[src/rtl/updt_pkg.sv]
package updt_pkg;
  typedef enum logic [1:0] {
    ALN_EDGE     = 2'b00,
    ALN_CTR_DN   = 2'b01,
    ALN_CTR_UP   = 2'b10,
    ALN_CTR_BOTH = 2'b11
  } align_e;
endpackage

[src/rtl/timer_rst_sync.sv]
module timer_rst_sync (
  input  logic clk,
  input  logic rst_n_i,
  output logic rst_n_o
);
  logic s1_q, s2_q;

  always_ff @(posedge clk or negedge rst_n_i) begin
    if (!rst_n_i) begin
      s1_q <= 1'b0;
      s2_q <= 1'b0;
    end else begin
      s1_q <= 1'b1;
      s2_q <= s1_q;
    end
  end

  assign rst_n_o = s2_q;
endmodule

[src/rtl/timer_prescaler.sv]
module timer_prescaler #(
  parameter int PSC_W = 16
) (
  input  logic             clk,
  input  logic             rst_n,
  input  logic             run,
  input  logic             restart,
  input  logic [PSC_W-1:0] div,
  output logic             tick
);
  logic [PSC_W-1:0] cnt_q, cnt_n;
  logic             cnt_ce;

  always_comb begin
    tick   = run && !restart && (cnt_q >= div);
    cnt_ce = restart || run;
    if (restart || tick) cnt_n = '0;
    else                 cnt_n = cnt_q + PSC_W'(1);
  end

  always_ff @(posedge clk or negedge rst_n) begin
    if (!rst_n)      cnt_q <= '0;
    else if (cnt_ce) cnt_q <= cnt_n;
  end
endmodule

[src/rtl/timer_shadow_bank.sv]
module timer_shadow_bank #(
  parameter int             CNT_W   = 16,
  parameter int             PSC_W   = 16,
  parameter logic [CNT_W-1:0] ARR_RST = '1
) (
  input  logic             clk,
  input  logic             rst_n,
  input  logic             load,
  input  logic             psc_we,
  input  logic [PSC_W-1:0] psc_wdata,
  input  logic             arr_we,
  input  logic [CNT_W-1:0] arr_wdata,
  input  logic             cmp_we,
  input  logic [CNT_W-1:0] cmp_wdata,
  output logic [PSC_W-1:0] psc_act,
  output logic [CNT_W-1:0] arr_act,
  output logic [CNT_W-1:0] arr_nxt,
  output logic [CNT_W-1:0] cmp_act
);
  logic [PSC_W-1:0] psc_pre;
  logic [CNT_W-1:0] arr_pre, cmp_pre;

  // preload copies: software side
  always_ff @(posedge clk or negedge rst_n) begin
    if (!rst_n) begin
      psc_pre <= '0;
      arr_pre <= ARR_RST;
      cmp_pre <= '0;
    end else begin
      if (psc_we) psc_pre <= psc_wdata;
      if (arr_we) arr_pre <= arr_wdata;
      if (cmp_we) cmp_pre <= cmp_wdata;
    end
  end

  // working copies: loaded only by an update event
  always_ff @(posedge clk or negedge rst_n) begin
    if (!rst_n) begin
      psc_act <= '0;
      arr_act <= ARR_RST;
      cmp_act <= '0;
    end else if (load) begin
      psc_act <= psc_pre;
      arr_act <= arr_pre;
      cmp_act <= cmp_pre;
    end
  end

  assign arr_nxt = load ? arr_pre : arr_act;
endmodule

[src/rtl/timer_count_core.sv]
module timer_count_core
  import updt_pkg::*;
#(
  parameter int CNT_W = 16
) (
  input  logic             clk,
  input  logic             rst_n,
  input  logic             tick,
  input  logic             restart,
  input  logic             dir_wr,
  input  logic             dir_wval,
  input  align_e           align,
  input  logic [CNT_W-1:0] arr_act,
  input  logic [CNT_W-1:0] arr_nxt,
  input  logic [CNT_W-1:0] cmp_act,
  output logic [CNT_W-1:0] count,
  output logic             dir,
  output logic             wrap,
  output logic             cmp_flag
);
  localparam logic [CNT_W-1:0] ONE = CNT_W'(1);

  logic [CNT_W-1:0] cnt_q, cnt_n;
  logic             dir_q, dir_n, hit_q, hit_n;
  logic             center, top_hit, bot_hit, move_down, allow;

  always_comb begin
    center    = (align != ALN_EDGE);
    top_hit   = (cnt_q >= arr_act);
    bot_hit   = center ? (cnt_q <= ONE) : (cnt_q == '0);
    wrap      = tick && (dir_q ? bot_hit : top_hit);
    move_down = dir_q || (center && wrap);
    cnt_n     = cnt_q;
    dir_n     = dir_q;
    if (restart) begin
      cnt_n = dir_q ? arr_nxt : '0;
    end else if (tick) begin
      if (!dir_q) begin
        if (!top_hit)    cnt_n = cnt_q + ONE;
        else if (center) cnt_n = (arr_act == '0) ? '0 : arr_act - ONE;
        else             cnt_n = '0;
      end else begin
        if (!bot_hit)    cnt_n = cnt_q - ONE;
        else             cnt_n = center ? '0 : arr_nxt;
      end
      if (center && wrap) dir_n = !dir_q;
    end
    if (dir_wr) dir_n = dir_wval;
    unique case (align)
      ALN_CTR_DN: allow = move_down;
      ALN_CTR_UP: allow = !move_down;
      default:    allow = 1'b1;
    endcase
    hit_n = tick && !restart && allow && (cnt_n == cmp_act);
  end

  always_ff @(posedge clk or negedge rst_n) begin
    if (!rst_n) begin
      cnt_q <= '0;
      dir_q <= 1'b0;
      hit_q <= 1'b0;
    end else begin
      cnt_q <= cnt_n;
      dir_q <= dir_n;
      hit_q <= hit_n;
    end
  end

  assign count    = cnt_q;
  assign dir      = dir_q;
  assign cmp_flag = hit_q;

  // without a tick or restart the count holds
  a_r2_hold_when_idle: assert property (@(posedge clk) disable iff (!rst_n)
    (!tick && !restart) |=> (cnt_q == $past(cnt_q)));

  // mode 10 flags only follow an upward step
  a_r6_up_only: assert property (@(posedge clk) disable iff (!rst_n)
    (hit_q && $past(align) == ALN_CTR_UP) |->
      ({1'b0, cnt_q} == {1'b0, $past(cnt_q)} + (CNT_W+1)'(1)));

  // mode 01 flags never follow an upward step
  a_r6_down_only: assert property (@(posedge clk) disable iff (!rst_n)
    (hit_q && $past(align) == ALN_CTR_DN) |->
      ({1'b0, cnt_q} != {1'b0, $past(cnt_q)} + (CNT_W+1)'(1)));
endmodule

[src/rtl/updown_timer.sv]
module updown_timer
  import updt_pkg::*;
#(
  parameter int CNT_W = 16,
  parameter int PSC_W = 16
) (
  input  logic             clk,
  input  logic             rst_n,
  input  logic             cfg_we,
  input  logic             cfg_en,
  input  logic             cfg_dir,
  input  logic             cfg_onepulse,
  input  logic             cfg_src_ovf_only,
  input  logic             cfg_upd_off,
  input  logic [1:0]       cfg_align,
  input  logic             psc_we,
  input  logic [PSC_W-1:0] psc_wdata,
  input  logic             arr_we,
  input  logic [CNT_W-1:0] arr_wdata,
  input  logic             cmp_we,
  input  logic [CNT_W-1:0] cmp_wdata,
  input  logic             sw_update,
  input  logic             slv_update,
  input  logic             slv_enable,
  output logic             cnt_en,
  output logic             cnt_dir,
  output logic [1:0]       cnt_align,
  output logic [CNT_W-1:0] count,
  output logic             upd_req,
  output logic             cmp_flag
);
  localparam logic [CNT_W-1:0] ARR_RST = '1;

  logic             rst_s;
  logic             en_q, en_n, op_q, op_n, src_q, src_n, off_q, off_n;
  logic             req_q, req_n;
  align_e           align_q, align_n, align_w;
  logic             restart, tick, wrap, evt, dir_wr;
  logic [PSC_W-1:0] psc_act;
  logic [CNT_W-1:0] arr_act, arr_nxt, cmp_act;

  timer_rst_sync u_rst (.clk(clk), .rst_n_i(rst_n), .rst_n_o(rst_s));

  assign restart = sw_update | slv_update;
  assign evt     = !off_q && (wrap || restart);
  assign align_w = align_e'(cfg_align);

  always_comb begin
    en_n    = en_q;
    op_n    = op_q;
    src_n   = src_q;
    off_n   = off_q;
    align_n = align_q;
    if (cfg_we) begin
      en_n  = cfg_en;
      op_n  = cfg_onepulse;
      src_n = cfg_src_ovf_only;
      off_n = cfg_upd_off;
      if (!(en_q && align_q == ALN_EDGE && align_w != ALN_EDGE))
        align_n = align_w;
    end
    if (slv_enable)  en_n = 1'b1;
    if (op_q && evt) en_n = 1'b0;
    dir_wr = cfg_we && (align_n == ALN_EDGE);
    req_n  = evt && (!src_q || wrap);
  end

  always_ff @(posedge clk or negedge rst_s) begin
    if (!rst_s) begin
      en_q    <= 1'b0;
      op_q    <= 1'b0;
      src_q   <= 1'b0;
      off_q   <= 1'b0;
      align_q <= ALN_EDGE;
      req_q   <= 1'b0;
    end else begin
      en_q    <= en_n;
      op_q    <= op_n;
      src_q   <= src_n;
      off_q   <= off_n;
      align_q <= align_n;
      req_q   <= req_n;
    end
  end

  timer_prescaler #(.PSC_W(PSC_W)) u_psc (
    .clk(clk), .rst_n(rst_s), .run(en_q), .restart(restart),
    .div(psc_act), .tick(tick)
  );

  timer_shadow_bank #(.CNT_W(CNT_W), .PSC_W(PSC_W), .ARR_RST(ARR_RST)) u_shadow (
    .clk(clk), .rst_n(rst_s), .load(evt),
    .psc_we(psc_we), .psc_wdata(psc_wdata),
    .arr_we(arr_we), .arr_wdata(arr_wdata),
    .cmp_we(cmp_we), .cmp_wdata(cmp_wdata),
    .psc_act(psc_act), .arr_act(arr_act), .arr_nxt(arr_nxt), .cmp_act(cmp_act)
  );

  timer_count_core #(.CNT_W(CNT_W)) u_core (
    .clk(clk), .rst_n(rst_s), .tick(tick), .restart(restart),
    .dir_wr(dir_wr), .dir_wval(cfg_dir), .align(align_q),
    .arr_act(arr_act), .arr_nxt(arr_nxt), .cmp_act(cmp_act),
    .count(count), .dir(cnt_dir), .wrap(wrap), .cmp_flag(cmp_flag)
  );

  assign cnt_en    = en_q;
  assign cnt_align = align_q;
  assign upd_req   = req_q;

  // a running edge-aligned counter keeps its alignment
  a_r7_align_lock: assert property (@(posedge clk) disable iff (!rst_s)
    (en_q && align_q == ALN_EDGE) |=> (align_q == ALN_EDGE));

  // single-pulse mode drops the enable after an update event
  a_r8_onepulse_stop: assert property (@(posedge clk) disable iff (!rst_s)
    (op_q && evt) |=> !en_q);

  // wrap-only source filters strobe-driven requests
  a_r9_src_filter: assert property (@(posedge clk) disable iff (!rst_s)
    (src_q && !wrap) |=> !upd_req);

  // update disable silences the request
  a_r10_no_req: assert property (@(posedge clk) disable iff (!rst_s)
    off_q |=> !upd_req);
endmodule

[config.mk]
export PLATFORM = sky130hd
export DESIGN_NAME = updown_timer
export DESIGN_NICKNAME = d
export VERILOG_FILES = /design/src/rtl/updt_pkg.sv /design/src/rtl/timer_rst_sync.sv /design/src/rtl/timer_prescaler.sv /design/src/rtl/timer_shadow_bank.sv /design/src/rtl/timer_count_core.sv /design/src/rtl/updown_timer.sv
export SDC_FILE = /design/constraint.sdc
export NUM_CORES = 1
export LEC_CHECK = 0
export BUFFER_PORTS_ARGS = -buffer_cell sky130_fd_sc_hd__clkbuf_2
export CAP_MARGIN = 20
export CELL_PAD_IN_SITES_DETAIL_PLACEMENT = 2
export CELL_PAD_IN_SITES_GLOBAL_PLACEMENT = 2
export CORE_MARGIN = 1
export CORE_UTILIZATION = 35
export DETAILED_ROUTE_END_ITERATION = 8
export PLACE_DENSITY = 0.77
export RECOVER_POWER = 100
export SLEW_MARGIN = 20
export SYNTH_ARGS = -nofsm -noshare
export SYNTH_HDL_FRONTEND = slang
export SYNTH_HIERARCHICAL = 1
export SYNTH_SLANG_ARGS = --single-unit
[constraint.sdc]
create_clock -name clk -period 4 [get_ports clk]
set_clock_uncertainty 0.1 [all_clocks]
set_input_delay 0.8 -clock clk [delete_from_list [all_inputs] [get_ports clk]]
set_output_delay 0.8 -clock clk [all_outputs]
set_load 0.03 [all_outputs]
==> results of run 1 <==
[through the flow]
| step | setup TNS, ps | instances | total power [mW] | util (%) | instance area (um^2) |
|---|---|---|---|---|---|
| floorplan | -647.3 | 866 | 3.157 | - | 8915 |
| global placement | -763.5 | 1395 | 4.219 | 43.71 | 10720 |
| detailed placement | -1281 | 1395 | 4.343 | 43.71 | 10720 |
| CTS | -575.1 | 1439 | 6.268 | 47.31 | 11610 |
| global route | -4800 | 1452 | 6.874 | 48.29 | 11850 |
| finish | -3213 | 1452 | 6.753 | 48.29 | 11850 |
[cell type report]
type,count,share of cell area (%)
timing repair buffer,277,15.90
clock buffer,17,3.591
clock inverter,15,1.605
inverter,58,1.838
tap,324,3.422
antenna,2,0.04225
multi-input combinational,620,43.91
sequential,139,29.70
[registers in the layout (all words and copies together) (netlist names), 16 cells and up]
register	count
u_shadow/arr_act	16
u_shadow/arr_pre	16
u_shadow/psc_pre	16
u_psc/cnt_q	16
u_shadow/cmp_pre	16
u_shadow/psc_act	16
u_shadow/cmp_act	16
u_core/count	16
[power by group through the flow]
stage	Sequential [mW]	Combinational [mW]	Clock (mW)
final	1.91	3.09	1.76
after global routing	1.92	3.13	1.83
after CTS	1.86	2.65	1.76
after detailed placement	1.87	2.47	0
after global placement	1.85	2.37	0
after floorplan	1.93	1.23	0
[kinds of logic after synthesis]
kind of cell	synth area share, %
adder cells (fa/ha/maj)	5.802
multiplexers	13.95
AO/OA/AOI/OAI	13.02
other	0.04241
flip-flops	39.79
XOR/XNOR	4.854
AND/OR/NAND/NOR	16.99
buffers and inverters	5.547
[worst min path at each step]
| stage | slack [ps] | start | cells after the start | to |
|---|---|---|---|---|
| 6_report | 10 | rst_n | 1 | u_rst/s1_q |
| 3_3_place_gp | 240 | u_rst/s1_q | 0 | u_rst/rst_n_o |
| 2_1_floorplan | 230 | u_rst/s1_q | 0 | u_rst/rst_n_o |
| 4_1_cts | 10 | rst_n | 1 | u_rst/rst_n_o |
| 5_1_grt | 20 | rst_n | 1 | u_rst/s1_q |
| 3_5_place_dp | 240 | u_rst/s1_q | 0 | u_rst/rst_n_o |
[layer usage]
layer / share of wire [%] / vias up / GRT usage, %
li1: - / 3651 / -
met1: 37 / 4668 / 41.31
met2: 46 / 595 / 57.78
met3: 9.4 / 277 / 7.774
met4: 8.0 / 2 / 21.70
met5: 0.030 / - / 0
[cells in the final DEF (no fill, tap or decap), types with 7 or more instances in the layout]
cell       Yosys  final
o21ai_0       22     19
inv_1         58     52
buf_4          2    184
mux2_4        23     23
dfrtp_1      107    107
clkbuf_1      24      8
nor2_1        47     44
nand4_1       29     29
nor4_1        11     11
xor2_1        21     20
dfstp_2       32     32
nand3_1       23     20
a31oi_1       13     11
nand2_1       59     58
ha_1          41     29
o31ai_1        9      9
nor3_1        24     24
and3_1        11      9
ha_4           0     11
xnor2_1       28     28
mux2_1         0      8
mux2_2        78     70
a21oi_1       28     25
clkbuf_16      0     17
clkbuf_2       0     81
nand2b_1       7      7
[worst max-delay path, stage by stage (launching register included)]
cell	delay, ps
dfrtp_1	420
inv_2	70
ha_4	260
nor2b_4	130
o211a_1	240
o311ai_4	250
nand4_1	200
and3b_2	280
buf_4	170
buf_12	160
o211a_1	270
buf_4	150
o311ai_0	160
a31oi_1	120
a211oi_1	1070
o2111ai_4	330
a311oi_2	310
nand4_1	270
nor4bb_2	440
[timing repair]
action	4_1_cts	5_1_grt
setup endpoints to repair	9	13
gates resized for setup	28	37
buffers inserted	12	12
pin swaps	18	22
==> run metrics, run 1 <==
status finished, violations left; failing checks max-capacitance violations, max-slew violations, negative setup slack; DR iter-0 viols 906; die height 160.9 um; maxcap violations 1; H-tree depth 4; Slew Viols, Final 66; DRT Wirelength 50370 um; initial core utilization 36.04%; top post-synthesis cells by area dfrtp_1 30%, mux2_2 9.9%, dfstp_2 9.5%; Post-Syn Nets 971; count leader, synth dfrtp_1; Setup crit end u_core/cmp_flag; Yosys top cell by area dfrtp_1; Final min period 5527 ps; Seq. cell area 3518 um^2; Mapped Area 8842 um^2; Placer Congestion 0.9810; Final #Nets 1218; WL per Instance 34.69 um; # clock sinks 139; post-DR vias/cell 6.331; Rows 57; Critical Path End Type flop; Main synth FF type dfrtp_1; post-synth top area share 30.28%; CP Class flop to flop; internal power 3.756 mW; Critical Path AT 5760 ps; Avg Synthesized Cell Area 10.21 um^2; Sw Share 44.38%; # setup viols final 12; worst hold-check path type input port to asynchronous set/reset pin; core region area 24530 um^2; register area share after synthesis 39.79%; startpoint types flop; total track usage 35.00%; Hold Vio Cnt, Final 0; final worst slack -1527 ps; Worst Tran Pin Value 2994 ps; Synth cell types 90; initial antenna violation count 3; post-synthesis instance total 866; clock latency on the worst-skew pair 470 ps; clock power share 26.1%; Post-synth top cells 107 x dfrtp_1, 78 x mux2_2, 59 x nand2_1, 58 x inv_1, 47 x nor2_1; total power per unit cell area 570.1 nW/um^2; ys async rst share 100.0%; r2r startpoint u_shadow/psc_act[1]; worst r2r dst u_core/cmp_flag; multi-input logic area 5201 um^2; crit-path max FO 19; Ports 86; #FFs+latches synth 139; via count of the first global-routing pass 9954; worst setup path start u_shadow/psc_act[1]; DR vias 9193; pre-CTS worst setup slack -773.4 ps; Reg2Reg Setup Slack -1530 ps; drt pass-1 iters 5; input/output buffers 85; clk slew on worst S/H paths 80 ps; area delta synth->final 33.98%; Worst R2R Path Depth 18; sequential share of power 28.2%; Post-synth EDFFs 0; achievable frequency 180.9 MHz; largest net degree at the start of global routing 66; share of cells above drive strength 1 45.03%; clk buf depth 2; fin crit share 138.2%; logic gate share of total power 45.7%; Lkg Pwr 5.279 nW; Remaining DRCs 0; worst IR drop on VDD 0.0003292 V; unrepaired setup endpoints after global routing true; fillers 2535; GRT overflow 0; Slew Limit Headroom -99.57%; DIE AREA 25900 um^2; hold_buf cts 0; Inserted Clock Buffers 17; Fin Hold WS 13.49 ps; sw power 2.997 mW; first-pass GRT wire length 66540 um; CTS tree built; post-route ant nets 0; CP Data Required Time 4230 ps; CTS Root Cell clkbuf_16; Post-DP HPWL 27610 um; Syn. warnings 6; Die X-Extent 160.9 um
(Power assumes the default switching activity.)
==> run 2, diff against run 1 <==
--- a/config.mk
+++ b/config.mk
@@ -9,6 +9,7 @@
 export CAP_MARGIN = 20
 export CELL_PAD_IN_SITES_DETAIL_PLACEMENT = 2
 export CELL_PAD_IN_SITES_GLOBAL_PLACEMENT = 2
+export CORE_ASPECT_RATIO = 0.9
 export CORE_MARGIN = 1
 export CORE_UTILIZATION = 35
 export DETAILED_ROUTE_END_ITERATION = 8
==> run metrics, run 2 (same netlist as run 1, synthesis figures left out) <==
status finished, violations left; failing checks max-capacitance violations, max-slew violations, negative setup slack; r2r startpoint u_shadow/arr_act[14]; worst setup path start u_shadow/arr_act[14]; worst r2r dst u_core/cmp_flag; Critical Path Slowest Stage Cell dfstp_2; startpoint types flop; CP Data Required Time 4230 ps; DIE AREA 25900 um^2; total power per unit cell area 545.8 nW/um^2; Lkg Pwr 5.331 nW; Final #Nets 1220; Fin Hold WS 22.71 ps; clk slew on worst S/H paths 80 ps; Remaining DRCs 0; logic gate share of total power 44.1%; CTS Root Cell clkbuf_16; fin crit share 119.2%; DR iter-0 viols 720; sw power 2.712 mW; Slew Limit Headroom -80.08%; drt pass-1 iters 5; Ports 86; post-DR vias/cell 5.924; worst hold-check path type input port to asynchronous set/reset pin; Inserted Clock Buffers 17; crit-path max FO 5; die height 152.8 um; Sw Share 42.20%; DR vias 8678; worst path buffer plus inverter count 2; internal power 3.714 mW; crit-path cells inv_1 -> ha_1 -> nand4_1 -> or3_4 -> a311o_1 -> nand3_2 -> and3_4 -> nor3_4 -> nor2_4 -> buf_12 -> mux2_4 -> and2_4 -> a21oi_2 -> a31oi_1 -> a2111o_1 -> xor2_1 -> a311oi_2 -> nand4_1 -> nor4bb_1; Hold Vio Cnt, Final 0; H-tree depth 4; Worst R2R Path Depth 19; clk buf depth 2; share of cells above drive strength 1 44.86%; commonest non-fill, non-tap cells in the layout 187 x buf_4, 107 x dfrtp_1, 83 x clkbuf_2, 77 x mux2_2, 56 x inv_1; GRT overflow 0; # clock sinks 139; initial core utilization 36.05%; unrepaired setup endpoints after global routing true; Rows 54; via count of the first global-routing pass 9608; Slew Viols, Final 61; clock power share 26.8%; maxcap violations 1; total track usage 32.73%; Placed Instances 1412; Critical Path AT 5000 ps; first-pass GRT wire length 62070 um; input/output buffers 85; cell count along the critical path 19; final worst slack -769.8 ps; post-route ant nets 0; Reg2Reg Setup Slack -770 ps; largest net degree at the start of global routing 78; Setup crit end u_core/cmp_flag; most common cell after layout, fill and taps aside buf_4; initial antenna violation count 2; DRT Wirelength 42690 um; Placer Congestion 0.9498; achievable frequency 209.7 MHz; # setup viols final 6; sequential share of power 29.1%; CTS tree built; pre-CTS worst setup slack -676.5 ps; core region area 24530 um^2; Critical Path End Type flop; WL per Instance 29.14 um; hold_buf cts 0; Final min period 4770 ps; Die X-Extent 169.5 um; Worst Tran Pin Value 2701 ps; most used cell, CP nand4_1; area delta synth->final 33.15%; worst IR drop on VDD 0.0002815 V; Crit path largest cell delay 540 ps; Post-DP HPWL 28280 um; clock latency on the worst-skew pair 450 ps; dominant delay contributor by cell family on the critical path simple AND/OR/NAND/NOR gates; CP Class flop to flop; Post-Layout Cell Count 1465
==> run 2: cell count changes in the layout (fill, tap and decap cells not counted), moves of 3 or more <==
cell | before | now
buf_4 | 184 | 187
clkbuf_1 | 8 | 3
clkinv_4 | 0 | 4
ha_1 | 29 | 38
ha_4 | 11 | 3
inv_1 | 52 | 56
inv_2 | 6 | 2
inv_6 | 5 | 2
mux2_1 | 8 | 1
mux2_2 | 70 | 77
nand2_1 | 58 | 52
nand2_2 | 1 | 7
==> run 2: area by class of cell <==
| type | instances | area [um^2] |
|---|---|---|
| antenna | 1 | 2.502 |
| clock buffer | 18 | 439.2 |
| clock inverter | 14 | 176.4 |
| fill | 2549 | 12750 |
| inverter | 58 | 217.7 |
| multi-input combinational | 620 | 5062 |
| sequential | 139 | 3518 |
| tap | 336 | 420.4 |
| timing repair buffer | 279 | 1937 |
==> run 2: what timing repair did <==
item | CTS | global route
endpoints found under the setup margin | 7 | 11
gates resized for setup | 27 | 19
hold endpoints to repair | 0 | 0
buffers inserted | 16 | 6
pin swaps | 18 | 23
gates cloned | 1 | 0
==> run 2: power by group through the flow <==
stage                     clock, mW  combinational [mW]  sequential (mW)
after floorplan                   0                1.23             1.93
after global placement            0                2.39             1.85
after detailed placement          0                2.47             1.87
after CTS                      1.73                2.63             1.86
after global routing           1.79                2.95             1.90
final                          1.72                2.83             1.87
==> run 2: metal layers <==
layer / global-route usage [%] / vias to the layer above / part of all wire, %
li1: - / 3670 / -
met2: 53.11 / 400 / 47
met4: 13.90 / 0 / 4.6
met5: 0 / - / 0
met1: 41.94 / 4472 / 41
met3: 7.091 / 136 / 7.4
==> run 2: how the worst min path moves through the flow <==
stage	start	end	slack, ps	cells after the start
CTS	rst_n	u_rst/rst_n_o	6	1
floorplan	u_rst/s1_q	u_rst/rst_n_o	230	0
detailed placement	u_rst/s1_q	u_rst/rst_n_o	240	0
global placement	u_rst/s1_q	u_rst/rst_n_o	230	0
global route	rst_n	u_rst/s1_q	20	1
finish	rst_n	u_rst/rst_n_o	20	1
==> run 2: metrics by stage <==
step | utilization, % | power (mW) | instance area, um^2 | TNS (ps)
finish | 48.01 | 6.427 | 11770 | -1067
global placement | 43.99 | 4.235 | 10790 | -446.2
floorplan | - | 3.157 | 8915 | -647.3
global route | 48.00 | 6.630 | 11770 | -2013
detailed placement | 43.99 | 4.343 | 10790 | -877.2
CTS | 47.57 | 6.231 | 11670 | -614.0
